[src/rtl/rect_xfer_agen.sv]
module rect_xfer_agen #(
  parameter int ROW_W = 10,
  parameter int LEN_W = 12,
  parameter int FB_AW = 20,
  parameter int FBP_W = 10,
  parameter int SPT_W = 12
) (
  input  logic        clk,
  input  logic        rst_n,
  input  logic        cfg_we,
  input  logic [2:0]  cfg_sel,
  input  logic [31:0] cfg_wdata,
  output logic [31:0] cfg_rdata,
  input  logic        start,
  input  logic        fill_en,
  output logic        busy,
  output logic        done,
  output logic        req_valid,
  input  logic        req_ready,
  output logic [31:0] req_sys_addr,
  output logic [FB_AW-1:0] req_fb_addr,
  output logic [LEN_W-1:0] req_len,
  output logic        req_last,
  output logic        req_fill,
  output logic [31:0] req_fill_data
);
  localparam int FB_STEP_PAD = FB_AW - FBP_W - 3;

  logic [31:0]      sysb_q;
  logic [ROW_W-1:0] rows_q;
  logic [LEN_W-1:0] width_q;
  logic [FB_AW-1:3] fbb_q;
  logic [FBP_W-1:0] fbp_q;
  logic [SPT_W-1:0] sysp_q;
  logic [31:0]      fillv_q;

  logic [31:0]      sys_ptr;
  logic [FB_AW-1:0] fb_ptr;
  logic [ROW_W-1:0] left_q;
  logic             mode_q;

  wire fire  = req_valid & req_ready;
  wire empty = (rows_q == '0) | (width_q == '0);
  wire go    = start & ~busy;
  wire [FB_AW-1:0] fb_step = {{FB_STEP_PAD{1'b0}}, fbp_q, 3'b000};

  always_ff @(posedge clk) begin
    if (!rst_n) begin
      sysb_q  <= '0;
      rows_q  <= '0;
      width_q <= '0;
      fbb_q   <= '0;
      fbp_q   <= '0;
      sysp_q  <= '0;
      fillv_q <= '0;
    end else if (cfg_we && !busy) begin
      case (cfg_sel)
        3'd0: sysb_q  <= cfg_wdata;
        3'd1: rows_q  <= cfg_wdata[ROW_W-1:0];
        3'd2: width_q <= cfg_wdata[LEN_W-1:0];
        3'd3: fbb_q   <= cfg_wdata[FB_AW-1:3];
        3'd4: fbp_q   <= cfg_wdata[FBP_W-1:0];
        3'd5: sysp_q  <= cfg_wdata[SPT_W-1:0];
        3'd6: fillv_q <= cfg_wdata;
        default: ;
      endcase
    end
  end

  always_comb begin
    cfg_rdata = '0;
    case (cfg_sel)
      3'd0: cfg_rdata = sysb_q;
      3'd1: cfg_rdata[ROW_W-1:0] = rows_q;
      3'd2: cfg_rdata[LEN_W-1:0] = width_q;
      3'd3: cfg_rdata[FB_AW-1:3] = fbb_q;
      3'd4: cfg_rdata[FBP_W-1:0] = fbp_q;
      3'd5: cfg_rdata[SPT_W-1:0] = sysp_q;
      3'd6: cfg_rdata = fillv_q;
      default: ;
    endcase
  end

  always_ff @(posedge clk) begin
    if (!rst_n) begin
      busy    <= 1'b0;
      done    <= 1'b0;
      sys_ptr <= '0;
      fb_ptr  <= '0;
      left_q  <= '0;
      mode_q  <= 1'b0;
    end else begin
      done <= (go & empty) | (fire & req_last);
      if (go && !empty) begin
        busy    <= 1'b1;
        sys_ptr <= sysb_q;
        fb_ptr  <= {fbb_q, 3'b000};
        left_q  <= rows_q;
        mode_q  <= fill_en;
      end else if (fire) begin
        if (req_last) begin
          busy <= 1'b0;
        end else begin
          sys_ptr <= sys_ptr + {{(32-SPT_W){1'b0}}, sysp_q};
          fb_ptr  <= fb_ptr + fb_step;
          left_q  <= left_q - 1'b1;
        end
      end
    end
  end

  assign req_valid     = busy;
  assign req_sys_addr  = sys_ptr;
  assign req_fb_addr   = fb_ptr;
  assign req_len       = width_q;
  assign req_last      = (left_q == 1);
  assign req_fill      = mode_q;
  assign req_fill_data = mode_q ? fillv_q : 32'd0;
endmodule

[config.mk]
export PLATFORM = sky130hd
export DESIGN_NAME = rect_xfer_agen
export DESIGN_NICKNAME = d
export VERILOG_FILES = /design/src/rtl/rect_xfer_agen.sv
export SDC_FILE = /design/constraint.sdc
export NUM_CORES = 1
export LEC_CHECK = 0
export BUFFER_PORTS_ARGS = -buffer_cell sky130_fd_sc_hd__buf_4
export CELL_PAD_IN_SITES_DETAIL_PLACEMENT = 2
export CELL_PAD_IN_SITES_GLOBAL_PLACEMENT = 2
export CORE_ASPECT_RATIO = 1.25
export CORE_UTILIZATION = 32
export CTS_CLUSTER_SIZE = 14
export DETAILED_ROUTE_END_ITERATION = 8
export HOLD_SLACK_MARGIN = 0.15
export PLACE_DENSITY = 0.76
export SETUP_SLACK_MARGIN = 0.02
export SYNTH_ARGS = -nofsm -noshare
export SYNTH_HDL_FRONTEND = slang
export SYNTH_SLANG_ARGS = --single-unit
[constraint.sdc]
create_clock -name clk -period 3.4 [get_ports clk]
set_input_delay 0.34 -clock clk [delete_from_list [all_inputs] [get_ports clk]]
set_output_delay 0.34 -clock clk [all_outputs]
set_load 0.005 [all_outputs]
[Word-level counts from Yosys, hierarchy flattened]
Index checks and enable logic that the tools add are counted.
Word-level totals
  register bits after elaboration: 190
  input bits: 41
  word-level logic and storage cells: 72
Cells by class
  add/sub/neg operators: 3
  equality and inequality tests: 8
  mux-type cells: 18
  bitwise logic cells: 9
  reductions and logical operators: 20
Operators by type and width (number)
  32-bit two-way mux: 4
  20-bit two-way mux: 3
  7-bit case mux with 7 select lines: 1
  32-bit by 12-bit adder with 32-bit output: 1
  10-bit two-way mux: 3
  12-bit case mux with 2 select lines: 1
  8-bit case mux with 3 select lines: 1
  20-bit by 13-bit adder with 20-bit output: 1
  2-bit AND reduction: 10
  3-bit case mux with 6 select lines: 1
  12-bit zero test: 1
  10-bit by 1-bit equality test with 1-bit output (second input constant): 1
  10-bit zero test: 1
  2-bit case mux with 5 select lines: 1
  10-bit by 1-bit subtractor with 10-bit output (second input constant): 1
  3-bit equality test (second input constant): 3
  3-bit by 2-bit equality test with 1-bit output (second input constant): 2
  1-bit bitwise AND: 4
  2-bit nonzero test: 2
  3-bit by 1-bit equality test with 1-bit output (second input constant): 1
  3-bit zero test: 1
  1-bit two-way mux: 3
  1-bit inverter: 3
  1-bit logical AND: 2
  other kinds (4): 6

[Logic depth before layout (Yosys ltp)]
  depth after elaboration: 6
  mapped depth: 11

[Least setup slack after synthesis]
No wires, ideal clock.
  path kind: register to register
  from: reg sys_ptr[0] (netlist: req_sys_addr[0])
  to: reg sys_ptr[18] (netlist: req_sys_addr[18])
  setup time: 70 ps
  data arrival time: 2377 ps
  required time: 3330 ps
  setup slack: 953 ps
  stages on the path, launching flop included: 11
  period minus slack after synthesis: 2447 ps
  path through: dfxtp_1 -> ha_1 -> fa_1 -> a211oi_1 -> o21ai_0 -> a21oi_1 -> o21a_1 -> buf_2 -> mux2i_1 -> nand2_1 -> a21oi_1
Between the ends
  longest elaborated chain between the ends: 4
RTL lines
  from (decl): line 37  | logic [31:0] sys_ptr;
  from (signal assigned): line 96  | sys_ptr <= sysb_q;
  from (signal assigned): line 104  | sys_ptr <= sys_ptr + {{(32-SPT_W){1'b0}}, sysp_q};
  32-bit by 12-bit adder with 32-bit output: line 104
  32-bit two-way mux: line 101  | if (req_last) begin
  32-bit two-way mux: line 100  | end else if (fire) begin
  32-bit two-way mux: line 94  | if (go && !empty) begin
No other way between the ends. The select of a mux whose other input is x is not followed.
A chain may end at the register's enable or synchronous reset.

[Worst setup path after layout]
  from: reg sysp_q[0]
  to: reg sys_ptr[22] (netlist: req_sys_addr[22])
Between the ends
  longest elaborated chain between the ends: 4
RTL lines
  from (decl): line 34  | logic [SPT_W-1:0] sysp_q;
  from (signal assigned): line 63  | 3'd5: sysp_q <= cfg_wdata[SPT_W-1:0];
  32-bit by 12-bit adder with 32-bit output: line 104
  32-bit two-way mux: line 101
  32-bit two-way mux: line 100
  32-bit two-way mux: line 94
No other way between the ends. The select of a mux whose other input is x is not followed.

==> results.md <==
- Most instantiated cells after synthesis: nand2_1 (303), dfxtp_1 (187), a21oi_1 (186), clkbuf_1 (67), nor2_1 (64)
- Seq/Total Area, Yosys: 38.69%
- Layout area overhead: 24.71%
- Ys async rst share: 0%
- CP max stage cell: o21a_1
- CP Capture Type: flip-flop
- Max Freq: 337.0 MHz
- Post-cts sizing count: 0
- Final Skew: 0.01541 ns
- Layout cells sized above 1: 18.30%
- Die Area: 30940 µm²
- Fin crit period: 2.967 ns
- Worst VDD drop: 290.7 µV
- Seq cells post-synth: 187
- Count leader, synth: nand2_1
- Chip height: 196.4 µm
- Antenna Violating Nets Remaining: 0
- Max cap viols: 0
- Largest net degree at the start of global routing: 75
- Sink Count: 187
- Cell taking the most area after synthesis: dfxtp_1
- Wirelength per Cell: 23.03 µm
- Top_reg_cell synth: dfxtp_1
- Drt pass-1 iters: 5
- Cells along the critical path: ha_1, fa_1, a211oi_1, o21ai_0, a21oi_1, o21a_1, nor4_1, a221oi_1, a21oi_1
- Core footprint: 29520 µm²
- Crit path kind: reg2reg
- Leakage: 4.493 nW
- Simple-gate share of the synthesized area: 23.26%
- Initial antenna violation count: 0
- Fillers: 3449
- Routability cong.: 0.8815
- Clk slew on worst S/H paths: 0.08 ns
- Clock Tree Buf Depth: 2
- Worst EP required: 3.70 ns
- I/O Buffers: 170
- Worst-Margin Slew: 1.125 ns
- Die Wd: 157.5 µm
- Final Power: 4.886 mW
- CTS H-tree lvls: 4
- Antenna cell count: 0
- Clock network power share: 44.2%
- Combinational share of power: 9.1%
- RSZ-0062 raised after global routing: false
- GR Overflow Total: 0
- Routed wire length: 41450 µm
- Top cell family by delay on the critical path: compound AO/OA/AOI/OAI gates
- Int Pwr: 3.470 mW
- Global-route wire length before repair: 63110 µm
- Post-synthesis adder-cell area fraction: 3.517%
- Rel. slew slack: 24.72%
- Dpl cells: 1753
- Critical Path Source Type: flip-flop
- Syn_area_per_cell: 7.754 µm²
- CP Max Fanout: 14
- Worst Path Arrival: 3.27 ns
- Initial Utilization: 32.79%
- CP max stage delay: 0.55 ns
- Total GRT Usage: 27.10%
- Seq pwr share: 46.7%
- Fin nets: 1458
- Vias post-DR: 10020
- Syn. warnings: 0
- Residual DRC count: 0
- DR iter-0 viols: 362
- Period utilisation layout: 87.27%
- Post-synth EDFFs: 0
- Post-Layout Cell Count: 1800
- Vias in the first global route: 10600
- Min-delay worst type: in2reg
- WP buf/inv: 0
- Critical path's most frequent cell: a21oi_1
- I/O pins: 174
- Skew-Pair Late Insertion Delay: 0.45 ns
- Final number of hold-violating endpoints: 0
- Row count: 70
- Total CTS buffers: 17
- Largest family of logic cells by synthesized area: compound AO/OA/AOI/OAI gates
- Vias per cell: 5.569
- CTS Root Cell: clkbuf_16
- Yosys cell types: 71
- DP Wirelength: 30300 µm
- XOR/XNOR Fraction of Synth Area: 2.082%
- CTS tree: yes
- Mapped Area: 9677 µm²
- Run status: complete, no violations
- Complex-gate fraction of the synthesized area: 23.49%
- Ranking of synthesized cells by area: dfxtp_1 (39%), nand2_1 (12%), a21oi_1 (9.6%)
- Synth top area share: 38.69%
- Gate Count Post-Synth: 1248
- Switching share of total power: 28.99%
- Mux contribution to synthesized area: 3.995%
- Power per cell area: 404.9 nW/µm²
- Sw Pwr: 1.416 mW
- Slew Limit Fails: 0
- Setup TNS: 0 ns
- Final setup violation count: 0
==> metal layers <==
| metal | vias to the layer above | part of all wire, % | global-route usage [%] |
|---|---|---|---|
| met2 | 207 | 53 | 50.39 |
| li1 | 4702 | - | - |
| met3 | 80 | 2.8 | 3.320 |
| met5 | - | 0 | 0 |
| met4 | 0 | 5.4 | 16.07 |
| met1 | 5035 | 38 | 28.91 |
==> timing repair <==
action	CTS	global route
hold buffers	15	0
hold endpoints to repair	24	0
buffers inserted	0	0
==> placed cells by master (no fill, tap or decap), types with 6 or more instances in the layout <==
cell type,Yosys,final
nand2_1,303,303
buf_4,6,195
dfxtp_1,187,187
a21oi_1,186,186
nor2_1,64,64
a22oi_1,45,45
and2_1,34,34
nand3_1,34,34
o21ai_0,25,25
ha_1,24,24
nor3_1,21,20
xnor2_1,18,18
a22o_1,17,17
clkbuf_16,0,17
mux2i_1,15,15
dlygate4sd3_1,0,15
inv_1,14,14
a211oi_1,13,13
a31oi_1,12,12
nor4_1,12,12
o22ai_1,11,11
a221oi_1,11,11
o21a_1,8,8
mux2_2,7,7
mux4_2,7,7
o211ai_1,6,6
inv_8,0,6
==> metrics by stage <==
stage	util (%)	instance area (µm²)	worst slack, ns	hold slack [ns]
after detailed placement	38.22	11280	0.4606	0.4629
after global routing	40.89	12070	0.1964	0.1575
after global placement	38.22	11280	0.5514	0.4546
after CTS	40.89	12070	0.4401	0.1563
after floorplan	-	9684	0.9530	0.4413
final	40.89	12070	0.4327	0.1648
==> flip-flops by register name, indices dropped and copies added (netlist names) <==
signal and cells:
sysp_q 12, fbb_q 17, sysb_q 32, done 1
req_fb_addr 17, left_q 10, req_len 12, busy 1
fillv_q 32, req_fill 1, fbp_q 10, rows_q 10
req_sys_addr 32
==> worst reg2reg max path, stage by stage, from the launching register on <==
cell      delay, ns
dfxtp_1        0.34
ha_1           0.23
fa_1           0.43
a211oi_1       0.29
o21ai_0        0.20
a21oi_1        0.36
o21a_1         0.55
nor4_1         0.11
a221oi_1       0.22
a21oi_1        0.10
==> kinds of logic after synthesis <==
logic type	count (synthesis)
AOI/OAI and AO/OA	368
xor gates and xnor gates	23
adders and majority gates	26
buffers and inverters	105
DFF	187
muxes	29
other	1
and+or+nand+nor	509
==> layout make-up <==
type | count | area, µm² | share of cell area, %
repair buffers | 212 | 1654 | 13.71
flip-flops and latches | 187 | 3744 | 31.02
inverters | 15 | 61.31 | 0.5080
multi-input cells | 958 | 5475 | 45.37
clock inverters | 15 | 212.7 | 1.763
clock buffers | 17 | 425.4 | 3.525
well taps | 396 | 495.5 | 4.106
==> final timing paths <==
path                                     from          endpoint  slack, ns  cells after the start
worst max-delay path                sysp_q[0]  req_sys_addr[22]       0.43                      9
worst min-delay path            cfg_wdata[17]       fillv_q[17]       0.16                      3
worst max register to register      sysp_q[0]  req_sys_addr[22]       0.43                      9
worst min register to register     fillv_q[1]        fillv_q[1]       0.47                      2
==> power groups by stage <==
stage                     Clock, mW  Combinational (mW)  Sequential (mW)
after floorplan                   0               0.247             2.31
after global placement            0               0.423             2.33
after detailed placement          0               0.430             2.34
after CTS                      2.22               0.447             2.28
after global routing           2.28               0.482             2.29
final                          2.16               0.444             2.28
Note: power is estimated with default switching activity, not from simulation.
